## src/rtl/phcc_pkg.sv

```systemverilog
package phcc_pkg;

  typedef enum logic [2:0] {
    BR_DEAD_P = 3'd0,
    BR_POS    = 3'd1,
    BR_DEAD_N = 3'd2,
    BR_NEG    = 3'd3,
    BR_TRIP   = 3'd4
  } br_state_t;

  typedef enum logic [1:0] {
    SL_RISE = 2'd0,
    SL_FALL = 2'd1,
    SL_GRID = 2'd2
  } slope_sel_t;

  // Inductor voltage polarity for the present bridge state; with both
  // pairs off the diodes conduct against the current direction.
  function automatic slope_sel_t pick_slope(br_state_t st, logic est_pos, logic est_neg);
    slope_sel_t s;
    case (st)
      BR_POS:  s = SL_RISE;
      BR_NEG:  s = SL_FALL;
      default: begin
        if (est_pos)      s = SL_FALL;
        else if (est_neg) s = SL_RISE;
        else              s = SL_GRID;
      end
    endcase
    return s;
  endfunction

endpackage

```

## src/rtl/phcc_edge.sv

```systemverilog
module phcc_edge #(
  parameter int N = 2
) (
  input  logic         clk,
  input  logic         rst_n,
  input  logic [N-1:0] lvl,
  output logic [N-1:0] rise
);

  for (genvar g = 0; g < N; g++) begin : g_bit
    logic q;
    always_ff @(posedge clk or negedge rst_n) begin
      if (!rst_n) q <= 1'b0;
      else        q <= lvl[g];
    end
    assign rise[g] = lvl[g] & ~q;
  end

endmodule

```

## src/rtl/phcc_predictor.sv

```systemverilog
module phcc_predictor
  import phcc_pkg::*;
#(
  parameter int IW     = 12,
  parameter int VW     = 12,
  parameter int KW     = 18,
  parameter int FRAC   = 8,
  parameter int K_GAIN = 300,
  parameter int KSH    = 8,
  localparam int EW    = IW + FRAC
) (
  input  logic                 clk,
  input  logic                 rst_n,
  input  logic                 load_ev,
  input  logic                 tick_ev,
  input  logic signed [IW-1:0] meas,
  input  slope_sel_t           sel,
  input  logic        [VW-1:0] vdc,
  input  logic signed [VW-1:0] vg,
  output logic signed [EW-1:0] est
);

  localparam int SVW = VW + 2;
  localparam int PW  = SVW + KW;
  localparam int SW  = ((PW > EW) ? PW : EW) + 1;
  localparam logic signed [KW-1:0] K_S  = KW'(K_GAIN);
  localparam logic signed [SW-1:0] MAXV = {{(SW-EW+1){1'b0}}, {(EW-1){1'b1}}};
  localparam logic signed [SW-1:0] MINV = {{(SW-EW+1){1'b1}}, {(EW-1){1'b0}}};

  function automatic logic signed [SVW-1:0] drive_volts(
    slope_sel_t s, logic [VW-1:0] dc, logic signed [VW-1:0] g);
    logic signed [SVW-1:0] dc_x, g_x, r;
    dc_x = {2'b00, dc};
    g_x  = {{2{g[VW-1]}}, g};
    case (s)
      SL_RISE: r = dc_x - g_x;
      SL_FALL: r = -dc_x - g_x;
      default: r = -g_x;
    endcase
    return r;
  endfunction

  function automatic logic signed [PW-1:0] scaled_step(logic signed [SVW-1:0] v);
    logic signed [PW-1:0] v_x, k_x, p;
    v_x = {{(PW-SVW){v[SVW-1]}}, v};
    k_x = {{(PW-KW){K_S[KW-1]}}, K_S};
    p   = v_x * k_x;
    return p >>> KSH;
  endfunction

  function automatic logic signed [EW-1:0] clamp_add(
    logic signed [EW-1:0] a, logic signed [PW-1:0] d);
    logic signed [SW-1:0] a_x, d_x, s;
    logic signed [EW-1:0] r;
    a_x = {{(SW-EW){a[EW-1]}}, a};
    d_x = {{(SW-PW){d[PW-1]}}, d};
    s   = a_x + d_x;
    if (s > MAXV)      r = MAXV[EW-1:0];
    else if (s < MINV) r = MINV[EW-1:0];
    else               r = s[EW-1:0];
    return r;
  endfunction

  logic signed [SVW-1:0] volts;
  logic signed [PW-1:0]  delta;
  logic signed [EW-1:0]  est_adv;

  assign volts   = drive_volts(sel, vdc, vg);
  assign delta   = scaled_step(volts);
  assign est_adv = clamp_add(est, delta);

  always_ff @(posedge clk or negedge rst_n) begin
    if (!rst_n)       est <= '0;
    else if (load_ev) est <= {meas, {FRAC{1'b0}}};
    else if (tick_ev) est <= est_adv;
  end

endmodule

```

## src/rtl/phcc_bridge.sv

```systemverilog
module phcc_bridge
  import phcc_pkg::*;
#(
  parameter int IW     = 12,
  parameter int FRAC   = 8,
  parameter int DT_CYC = 8,
  localparam int EW    = IW + FRAC
) (
  input  logic                 clk,
  input  logic                 rst_n,
  input  logic                 trip,
  input  logic signed [EW-1:0] est,
  input  logic signed [IW-1:0] cur_ref,
  input  logic        [IW-1:0] band,
  output br_state_t            st,
  output logic                 pair_a,
  output logic                 pair_b,
  output logic                 up_cross,
  output logic                 dn_cross
);

  localparam int CW  = EW + 2;
  localparam int DCW = $clog2(DT_CYC + 1);
  localparam logic [DCW-1:0] DLAST = DCW'(DT_CYC - 1);

  logic signed [IW+1:0] ref_x, band_x, hi_i, lo_i;
  logic signed [CW-1:0] hi_lim, lo_lim, est_x;
  logic        [DCW-1:0] cnt;

  assign ref_x  = {{2{cur_ref[IW-1]}}, cur_ref};
  assign band_x = {2'b00, band};
  assign hi_i   = ref_x + band_x;
  assign lo_i   = ref_x - band_x;
  assign hi_lim = {hi_i, {FRAC{1'b0}}};
  assign lo_lim = {lo_i, {FRAC{1'b0}}};
  assign est_x  = {{2{est[EW-1]}}, est};

  assign up_cross = (st == BR_POS) && (est_x > hi_lim);
  assign dn_cross = (st == BR_NEG) && (est_x < lo_lim);

  always_ff @(posedge clk or negedge rst_n) begin
    if (!rst_n) begin
      st  <= BR_DEAD_P;
      cnt <= '0;
    end else if (trip) begin
      st  <= BR_TRIP;
      cnt <= '0;
    end else begin
      case (st)
        BR_POS: if (up_cross) begin
          st  <= BR_DEAD_N;
          cnt <= '0;
        end
        BR_NEG: if (dn_cross) begin
          st  <= BR_DEAD_P;
          cnt <= '0;
        end
        BR_DEAD_P: begin
          if (cnt == DLAST) st <= BR_POS;
          else              cnt <= cnt + DCW'(1);
        end
        BR_DEAD_N: begin
          if (cnt == DLAST) st <= BR_NEG;
          else              cnt <= cnt + DCW'(1);
        end
        default: st <= BR_TRIP;
      endcase
    end
  end

  assign pair_a = (st == BR_POS) && !trip;
  assign pair_b = (st == BR_NEG) && !trip;

endmodule

```

## src/rtl/phcc_oc_guard.sv

```systemverilog
module phcc_oc_guard #(
  parameter int IW     = 12,
  parameter int OC_LIM = 1800
) (
  input  logic                 clk,
  input  logic                 rst_n,
  input  logic signed [IW-1:0] meas,
  output logic                 trip
);

  localparam logic signed [IW-1:0] LIM_P = IW'(OC_LIM);
  localparam logic signed [IW-1:0] LIM_N = IW'(-OC_LIM);

  logic over;
  assign over = (meas > LIM_P) || (meas < LIM_N);

  always_ff @(posedge clk or negedge rst_n) begin
    if (!rst_n)    trip <= 1'b0;
    else if (over) trip <= 1'b1;
  end

endmodule

```

## src/rtl/phcc_ctrl.sv

```systemverilog
module phcc_ctrl
  import phcc_pkg::*;
#(
  parameter int IW     = 12,
  parameter int VW     = 12,
  parameter int KW     = 18,
  parameter int FRAC   = 8,
  parameter int K_GAIN = 300,
  parameter int KSH    = 8,
  parameter int DT_CYC = 8,
  parameter int OC_LIM = 1800,
  localparam int EW    = IW + FRAC
) (
  input  logic                 clk,
  input  logic                 rst_n,
  input  logic                 meas_strobe,
  input  logic                 est_tick,
  input  logic signed [IW-1:0] cur_meas,
  input  logic signed [IW-1:0] cur_ref,
  input  logic        [IW-1:0] hyst_band,
  input  logic signed [VW-1:0] vgrid_est,
  input  logic        [VW-1:0] vdc_link,
  output logic                 gate_pa,
  output logic                 gate_pb,
  output logic                 oc_trip,
  output logic signed [EW-1:0] cur_pred
);

  logic [1:0]  strb_rise;
  logic        load_ev, tick_ev;
  logic        up_cross, dn_cross;
  logic        est_pos, est_neg;
  br_state_t   br_st;
  slope_sel_t  sel;

  phcc_edge #(.N(2)) u_edge (
    .clk  (clk),
    .rst_n(rst_n),
    .lvl  ({meas_strobe, est_tick}),
    .rise (strb_rise)
  );

  assign load_ev = strb_rise[1];
  assign tick_ev = strb_rise[0];

  assign est_neg = cur_pred[EW-1];
  assign est_pos = !cur_pred[EW-1] && (|cur_pred);
  assign sel     = pick_slope(br_st, est_pos, est_neg);

  phcc_predictor #(
    .IW(IW), .VW(VW), .KW(KW), .FRAC(FRAC), .K_GAIN(K_GAIN), .KSH(KSH)
  ) u_pred (
    .clk    (clk),
    .rst_n  (rst_n),
    .load_ev(load_ev),
    .tick_ev(tick_ev),
    .meas   (cur_meas),
    .sel    (sel),
    .vdc    (vdc_link),
    .vg     (vgrid_est),
    .est    (cur_pred)
  );

  phcc_oc_guard #(.IW(IW), .OC_LIM(OC_LIM)) u_oc (
    .clk  (clk),
    .rst_n(rst_n),
    .meas (cur_meas),
    .trip (oc_trip)
  );

  phcc_bridge #(.IW(IW), .FRAC(FRAC), .DT_CYC(DT_CYC)) u_br (
    .clk     (clk),
    .rst_n   (rst_n),
    .trip    (oc_trip),
    .est     (cur_pred),
    .cur_ref (cur_ref),
    .band    (hyst_band),
    .st      (br_st),
    .pair_a  (gate_pa),
    .pair_b  (gate_pb),
    .up_cross(up_cross),
    .dn_cross(dn_cross)
  );

endmodule

```

## config.mk

```make
export PLATFORM = sky130hd
export DESIGN_NAME = phcc_ctrl
export DESIGN_NICKNAME = d
export VERILOG_FILES = /design/src/rtl/phcc_pkg.sv /design/src/rtl/phcc_edge.sv /design/src/rtl/phcc_predictor.sv /design/src/rtl/phcc_bridge.sv /design/src/rtl/phcc_oc_guard.sv /design/src/rtl/phcc_ctrl.sv
export SDC_FILE = /design/constraint.sdc
export NUM_CORES = 1
export LEC_CHECK = 0
export CELL_PAD_IN_SITES_DETAIL_PLACEMENT = 0
export CELL_PAD_IN_SITES_GLOBAL_PLACEMENT = 1
export CORE_MARGIN = 5
export CORE_UTILIZATION = 31
export CTS_CLUSTER_SIZE = 12
export DETAILED_ROUTE_END_ITERATION = 10
export PLACE_DENSITY = 0.68
export SETUP_SLACK_MARGIN = 0.02
export SLEW_MARGIN = 0
export SYNTH_ARGS = -nofsm -noshare
export SYNTH_HDL_FRONTEND = slang
export SYNTH_SLANG_ARGS = --single-unit
```

## constraint.sdc

```tcl
create_clock -name clk -period 9.3 [get_ports clk]
set_input_delay 1.395 -clock clk [delete_from_list [all_inputs] [get_ports clk]]
set_output_delay 1.395 -clock clk [all_outputs]
set_load 0.01 [all_outputs]
```

-- After elaboration in Yosys (flattened, before gate mapping)
Cells that the tools add are included.
- bitwise operators: 4
- $lt $le $gt $ge: 6
- multiplexer cells: 19
- add/subtract/negate cells: 8
- shift operators: 0
- equality and inequality tests: 10
- reduce and logical (&&, ||, !) cells: 16
- multiply operators: 1
- divide/modulo/power cells: 0
- operators by type and width (operator ; number):
    $mux W20 ; 4
    $gt A33 B20 Y1 const B ; 1
    $lt A33 B20 Y1 const B ; 1
    $neg A12 Y14 ; 2
    $pmux W14 S2 ; 1
    $gt A20 B22 Y1 ; 1
    $lt A20 B22 Y1 ; 1
    $mul A14 B8 Y22 const B ; 1
    $add A20 B16 Y21 ; 1
    $reduce_or A20 Y1 ; 1
    $mux W4 ; 4
    $mux W3 ; 5
    $add A12 B13 Y14 ; 1
    $sub A12 B13 Y14 ; 1
    $sub A13 B12 Y14 ; 1
    $sub A14 B12 Y14 ; 1
    $gt A12 B12 Y1 const B ; 1
    $lt A12 B12 Y1 const B ; 1
    $pmux W3 S4 ; 1
    $pmux W4 S3 ; 1
    $ne A3 B2 Y1 const B ; 3
    $reduce_and A4 Y1 ; 2
    $eq A3 B2 Y1 const B ; 2
    $ne A3 B3 Y1 const B ; 2
    16 further kinds ; 24
- register bits after elaboration: 30
- bits in latches: 0
- word-level logic and storage cells: 70
- bits in read-only memories: 0
- memory bits (writable): 0
- memories kept: 0
- input bits: 64
- output and inout bits: 23

-- Logic depth before layout (Yosys ltp)
Gate-level depths: netlist (run 1).
- depth in word-level cells: 13
- depth in mapped cells: 38
- mapped depth without buffers: 37

-- Modules after synthesis
Synthesis (run 1) repeated with hierarchy kept, for this count alone.
- cells, all modules: 981
- area, all modules: 7843.8 µm²
- modules (own cells, without submodules) (module ; area each (µm²) ; cells each ; times used):
    phcc_predictor ; 5331.4 ; 672 ; 1
    phcc_bridge ; 2270.9 ; 285 ; 1
    phcc_oc_guard ; 88.8 ; 9 ; 1
    phcc_edge ; 77.6 ; 4 ; 1
    phcc_ctrl ; 75.1 ; 11 ; 1

-- Least setup slack after synthesis (run 1)
No wires, ideal clock.
- kind: input-to-reg
- from: in vgrid_est[1]
- to: reg u_pred.est[3]
- slack: -347 ps
- library setup time: 126 ps
- arrival time: 9521 ps
- cell stages on the path: 38
- path through: inv_1 -> ha_1 -> ha_1 -> inv_1 -> fa_1 -> nor2b_1 -> o21ai_0 -> a21boi_0 -> o21ai_0 -> a21oi_1 -> o21ai_0 -> nand2b_1 -> a2111oi_0 -> a2111oi_0 -> ha_1 -> fa_1 -> inv_1 -> fa_1 -> [2 not listed] -> a21o_1 -> a21o_1 -> a221o_1 -> a21oi_1 -> o31ai_4 -> nand2_1 -> o311a_1 -> xor2_1 -> ha_1 -> a21o_1 -> or3_1 -> o22a_2 -> a31oi_4 -> xor2_2 -> nand2_1 -> and3_1 -> buf_6 -> a221o_1
- word-level cells in the longest chain between the ends: 9
- elaborated cells between the ends (all ways): 12
- classes of those cells: add/sub: 4; mul: 1; order compare: 2; mux: 5
- ends and longest elaborated chain (element ; RTL line ; source):
    start: declaration ; phcc_ctrl.sv:21 ; input logic signed [VW-1:0] vgrid_est,
    $sub A14 B12 Y14, or another cell as far along ; phcc_predictor.sv:37 ; SL_FALL: r = -dc_x - g_x;
    $pmux W14 S2 * ; phcc_predictor.sv:35 ; case (s)
    $mul A14 B8 Y22 * ; phcc_predictor.sv:47 ; p = v_x * k_x;
    $add A20 B16 Y21 * ; phcc_predictor.sv:57 ; s = a_x + d_x;
    $lt A33 B20 Y1 ; phcc_predictor.sv:59 ; else if (s < MINV) r = MINV[EW-1:0];
    $mux W20 ; phcc_predictor.sv:59 ;
    $mux W20 * ; phcc_predictor.sv:58 ; if (s > MAXV) r = MAXV[EW-1:0];
    $mux W20 * ; phcc_predictor.sv:75 ; else if (tick_ev) est <= est_adv;
    $mux W20 * ; phcc_predictor.sv:74 ; else if (load_ev) est <= {meas, {FRAC{1'b0}}};
    end signal: assignment ; phcc_predictor.sv:74 ;
    end signal: assignment ; phcc_predictor.sv:75 ;
    end: declaration ; phcc_predictor.sv:20 ; output logic signed [EW-1:0] est
Mark *: on every way between the ends. The rest lies on a longest branch, timed or not. The select of a mux whose other input is x is not followed.
A chain may end at the register's enable or synchronous reset.

-- Worst setup path after layout (run 1)
- from: in vgrid_est[3]
- to: reg u_pred.est[0]
Same word-level chain as after synthesis.

==> out/metrics.cfg, run 1 <==
[timing]
holdWs_ns=0.546
fin_crit_sh_pct=97.3
tightest_slew_ns=0.892
fin_skew_ns=0.00681
max_slew_margin_pct=40.2
drv_slew=0
fin_crit_ns=9.05
max_freq_mhz=111
final_hold_viol_count=0
setup_viol_count_final=0

[die]
pin_count=87
start_util_pct=31.2
dieWidth_um=166
rows=57
core_mm2=0.0241
chipHeight_um=166
dieArea_mm2=0.0275

[worst_setup_path]
start_kind=primary input
arrival_ns=9.22
slowest_delay_ns=0.49
r2r_slack_ns=0.92
worstPathMaxFanout=4
path_class=in -> reg
worstPathRequired_ns=9.47
reg2reg_depth=31
cp_top_family=compound AO/OA/AOI/OAI gates
critPathMostFrequentCell=buf_4
crit_buf_inv=9
timing.rr.start=u_pred.est[5]
cp-end-kind=flop
r2r_end=u_pred.est[0]
cp_slowest_cell=fa_1

[logic_synthesis]
synthFlopType=dfrtp_1
ys.warnings.count=0
synth_area_leaders=ha_1 (27%), dfrtp_1 (10%), fa_1 (7.7%)
syn_area_mm2=0.00752
ys_seq_area_share_pct=9.99
synth.distinct_cells=68
syn_nets=1185
yosys.area.top_type=ha_1
yosysTopAreaCellShare_pct=27.0
synth_seq_cells=30
syn_inst=930
synth_edf_count=0
ys_async_sr_fraction_pct=100
synth_area_per_cell_um2=8.08

[placement]
gp_congestion=0.826
dp_hpwl_mm=18.2
placed_cell_area_mm2=0.00984
port_buffers=86

[finish]
fin_area_mm2=0.0106
antenna-diode-count=0
fillers=2496
drive_above_1_share_pct=23.0
area_growth_pct=40.8
final_nets=1429

[clocking]
htree_levels=2
clockBufferDepth=2
cts.sinks=30
clk_pin_slew_ns=0.06
cts_buffers=5
cts_root_buf=clkbuf_16
hold_buffers=0
cts_tree=built
clock_latency_ns=0.29

[routing]
antenna_left=0
vias_per_cell=4.91
drtIter0Drc=297
vias=7353
wl_per_cell_um=14.7
drc_errors=0
dr.pass1.iters=4
wl_mm=22.0

[global_route]
grt-ovfl-total=0
grt_max_degree=31
antenna_found_initial=0
grt_pass1_wl_mm=35.5
grt.total_usage_pct=15.2
grt_pass1_vias=7383

[flow_run]
drv_cap=0

[min_path]
worstHoldPathCells=2
min_path_type=reg -> reg
hp-start=u_br.cnt[3]
min_to=u_br.cnt[3]

[run_status]
status=finished clean

[cells by family (layout without fill, tap and decap cells)]
logic type,count (synthesis),count (layout),synth area share [%]
AND/OR/NAND/NOR,216,217,14.3
adder cells (fa/ha/maj),191,191,34.7
flip-flops,30,30,9.99
buffers and inverters,160,404,8.21
AO/OA/AOI/OAI,250,250,22.9
multiplexers,5,5,0.766
XOR/XNOR,78,78,9.19
[worst max path at each step]
stage / from / endpoint / cells after the start
after floorplan: vgrid_est[2] / u_pred.est[3] / 35
after global placement: vgrid_est[1] / u_pred.est[14] / 37
after detailed placement: vgrid_est[1] / u_pred.est[14] / 37
after CTS: vdc_link[0] / u_pred.est[3] / 39
after global routing: vdc_link[1] / u_pred.est[0] / 38
final: vgrid_est[3] / u_pred.est[0] / 38
[Yosys cell counts, types with 15 or more instances]
cell and number:
nand2_1 41, o21ai_0 44, inv_1 147, ha_1 162
nand2b_1 15, a21o_1 20, a21oi_1 61, xnor2_1 55
xor2_1 22, nor2_1 62, dfrtp_1 30, fa_1 29
nand3_1 17
[final cells by class]
cell class | instances | area, µm² | share of cell area [%]
multi-input combinational | 741 | 6630 | 62.6
timing repair buffer | 249 | 2100 | 19.8
sequential | 30 | 751 | 7.09
inverter | 147 | 552 | 5.21
tap | 324 | 405 | 3.83
clock buffer | 6 | 139 | 1.31
clock inverter | 2 | 12.5 | 0.118
[sequential cells by signal, summed over array words and instances (netlist names)]
signal and flops:
u_br.st 3, u_oc.trip 1, u_br.cnt 4, u_edge.g_bit.q 2, u_pred.est 20
[worst min-delay path: stages (launching register included)]
cell and delay [ns]:
dfrtp_1 0.36, a31oi_1 0.08, o21ai_0 0.07
[layout by cell type, fill, tap and decap left out, types with 30 or more instances in the layout]
cell               n
o21ai_0           36
clkdlybuf4s50_1   74
xnor2_1           53
inv_1            138
a21oi_1           51
nand2_1           39
nor2_1            59
dfrtp_1           30
ha_1             145
buf_4            162
[metrics by stage]
stage / setup TNS [ns] / worst slack, ns / std cells / utilization [%]
finish: 0 / 0.255 / 1499 / 43.9
floorplan: 0 / 0.0265 / 930 / -
CTS: 0 / 0.0328 / 1482 / 42.1
global placement: -11.35 / -0.679 / 1471 / 40.8
global route: -0.0659 / -0.0259 / 1499 / 43.9
detailed placement: -13.31 / -0.784 / 1471 / 40.8
[routing by layer]
metal / part of all wire [%] / wire (µm) / GRT usage, %
met1: 48 / 10600 / 20.8
met5: 0 / 0 / 0
met2: 48 / 10600 / 26.0
met3: 3.0 / 654 / 2.19
met4: 0.87 / 191 / 2.12
[what timing repair did]
| action | in CTS | in global routing |
|---|---|---|
| setup buffers | 3 | 16 |
| gates cloned | 0 | 1 |
| resized for setup | 42 | 66 |
| pin swaps | 24 | 56 |
| setup endpoints to repair | 19 | 19 |
Power of run 1 is left out: the tool's default activity adds up to more than one toggle a clock period on the data nets, which glitch-free logic cannot reach.
==> inputs of run 2 (changes only) <==
Settings changed: CTS_BUF_LIST set to sky130_fd_sc_hd__clkbuf_8, CTS_CLUSTER_SIZE 12 to 10.
==> out/metrics.cfg, run 2 (same netlist as run 1, synthesis figures left out) <==
[die]
rows=57  ; unchanged
dieWidth_um=166  ; unchanged
dieArea_mm2=0.0275  ; unchanged
start_util_pct=31.2  ; unchanged
chipHeight_um=166  ; unchanged
core_mm2=0.0241  ; unchanged
pin_count=87  ; unchanged

[clocking]
clockBufferDepth=2  ; unchanged
clk_pin_slew_ns=0.07  ; was 0.06 ns
htree_levels=2  ; unchanged
hold_buffers=0  ; unchanged
cts_buffers=5  ; unchanged
clock_latency_ns=0.30  ; was 0.29 ns
cts.sinks=30  ; unchanged
cts_root_buf=clkbuf_8  ; was clkbuf_16
cts_tree=built  ; unchanged

[worst_setup_path]
worstPathMaxFanout=8  ; was 4
start_kind=primary input  ; unchanged
cp-end-kind=flop  ; unchanged
worstPathRequired_ns=9.48  ; was 9.47 ns
arrival_ns=9.19  ; was 9.22 ns
slowest_delay_ns=0.49  ; about the same
path_class=in -> reg  ; unchanged
cp_slowest_cell=fa_1  ; unchanged

[timing]
setup_viol_count_final=0  ; unchanged
fin_crit_ns=9.01  ; was 9.05 ns
max_slew_margin_pct=40.7  ; was 40.2%
max_freq_mhz=111  ; about the same
tightest_slew_ns=0.884  ; was 0.892 ns
holdWs_ns=0.550  ; was 0.546 ns
fin_skew_ns=0.0122  ; was 0.00681 ns
fin_crit_sh_pct=96.9  ; was 97.3%
drv_slew=0  ; unchanged
final_hold_viol_count=0  ; unchanged

[min_path]
min_path_type=reg -> reg  ; unchanged

[placement]
placed_cell_area_mm2=0.00984  ; unchanged
place_inst=1471  ; unchanged
dp_hpwl_mm=18.2  ; unchanged
port_buffers=86  ; unchanged
gp_congestion=0.826  ; unchanged

[finish]
layout_commonest_cell=buf_4  ; unchanged
final_cell_mix=buf_4 (161), ha_1 (146), inv_1 (139), clkdlybuf4s50_1 (75), nor2_1 (60)  ; was buf_4 (162), ha_1 (145), inv_1 (138), clkdlybuf4s50_1 (74), nor2_1 (59)
drive_above_1_share_pct=22.3  ; was 23.0%
reg.largest.list=u_pred.est (20), u_br.cnt (4), u_br.st (3)  ; unchanged
antenna-diode-count=0  ; unchanged
largest_reg_flops=20  ; unchanged
fin_area_mm2=0.0105  ; was 0.0106 mm²
final_nets=1427  ; was 1,429
area_growth_pct=39.3  ; was 40.8%
largest-register=u_pred.est  ; unchanged
final_cell_count_no_fill=1497  ; was 1,499

[routing]
wl_mm=21.9  ; was 22.0 mm
wl_per_cell_um=14.6  ; was 14.7 µm
vias_per_cell=4.90  ; was 4.91
dr.pass1.iters=5  ; was 4
drtIter0Drc=301  ; was 297
antenna_left=0  ; unchanged
vias=7333  ; was 7,353
drc_errors=0  ; unchanged

[global_route]
grt_pass1_wl_mm=35.4  ; was 35.5 mm
grt_pass1_vias=7365  ; was 7,383
grt-ovfl-total=0  ; unchanged
antenna_found_initial=0  ; unchanged
grt_max_degree=31  ; unchanged
grt.total_usage_pct=15.1  ; was 15.2%

[flow_run]
drv_cap=0  ; unchanged

[run_status]
status=finished clean  ; unchanged

run 2: changes by cell type in the layout (fill, tap and decap cells not counted), sizes merged:
| cell | previous run | this run |
|---|---|---|
| buf | 163 | 162 |
| clkdlybuf4s15 | 1 | 0 |
| clkdlybuf4s50 | 74 | 75 |
| dlygate4sd2 | 5 | 6 |
| dlymetal6s2s | 6 | 5 |
| nor2 | 63 | 62 |
run 2: routing by layer:
layer / GRT usage [%] / vias to the layer above / share of wire [%]
met5: 0 / - / 0
met1: 20.7 / 3457 / 49
met4: 1.79 / 0 / 0.76
met3: 2.19 / 15 / 2.6
li1: - / 3764 / -
met2: 25.9 / 97 / 48
run 2: metrics by stage:
| step | utilization [%] | setup slack (ns) | TNS, ns |
|---|---|---|---|
| floorplan | - | 0.0265 | 0 |
| global route | 43.4 | -0.00802 | -0.0115 |
| detailed placement | 40.8 | -0.784 | -13.31 |
| finish | 43.4 | 0.291 | 0 |
| CTS | 41.9 | 0.0320 | 0 |
| global placement | 40.8 | -0.679 | -11.35 |
run 2: critical path, delay by kind of cell:
kind | cells | cell delay, ns
compound gates | 12 | 2.75
xor+xnor | 3 | 0.54
fa+ha+maj | 7 | 2.31
buf+inv | 8 | 0.98
simple gates | 7 | 1.21
run 2: layout make-up:
| class | instances | area (µm²) |
|---|---|---|
| clock buffer | 6 | 82.6 |
| clock inverter | 2 | 12.5 |
| fill | 2507 | 13600 |
| inverter | 147 | 552 |
| multi-input combinational | 740 | 6580 |
| sequential | 30 | 751 |
| tap | 324 | 405 |
| timing repair buffer | 248 | 2090 |
run 2: worst paths after layout:
check                      slack (ns)          start  cells past startpoint              to
max                              0.29   vgrid_est[3]                     37   u_pred.est[7]
min                              0.55    u_br.cnt[3]                      2     u_br.cnt[3]
max reg2reg                      0.85  u_pred.est[4]                     30   u_pred.est[7]
min reg2reg                      0.55    u_br.cnt[3]                      2     u_br.cnt[3]
max in group asynchronous        7.46          rst_n                      2   u_pred.est[1]
min in group asynchronous        1.52          rst_n                      2  u_pred.est[12]
run 2: what timing repair did:
item | CTS | global route
endpoints found under the setup margin | 19 | 19
pin swaps | 24 | 55
setup buffers | 4 | 14
gates resized for setup | 40 | 59
Power of run 2 is left out for the same reason.
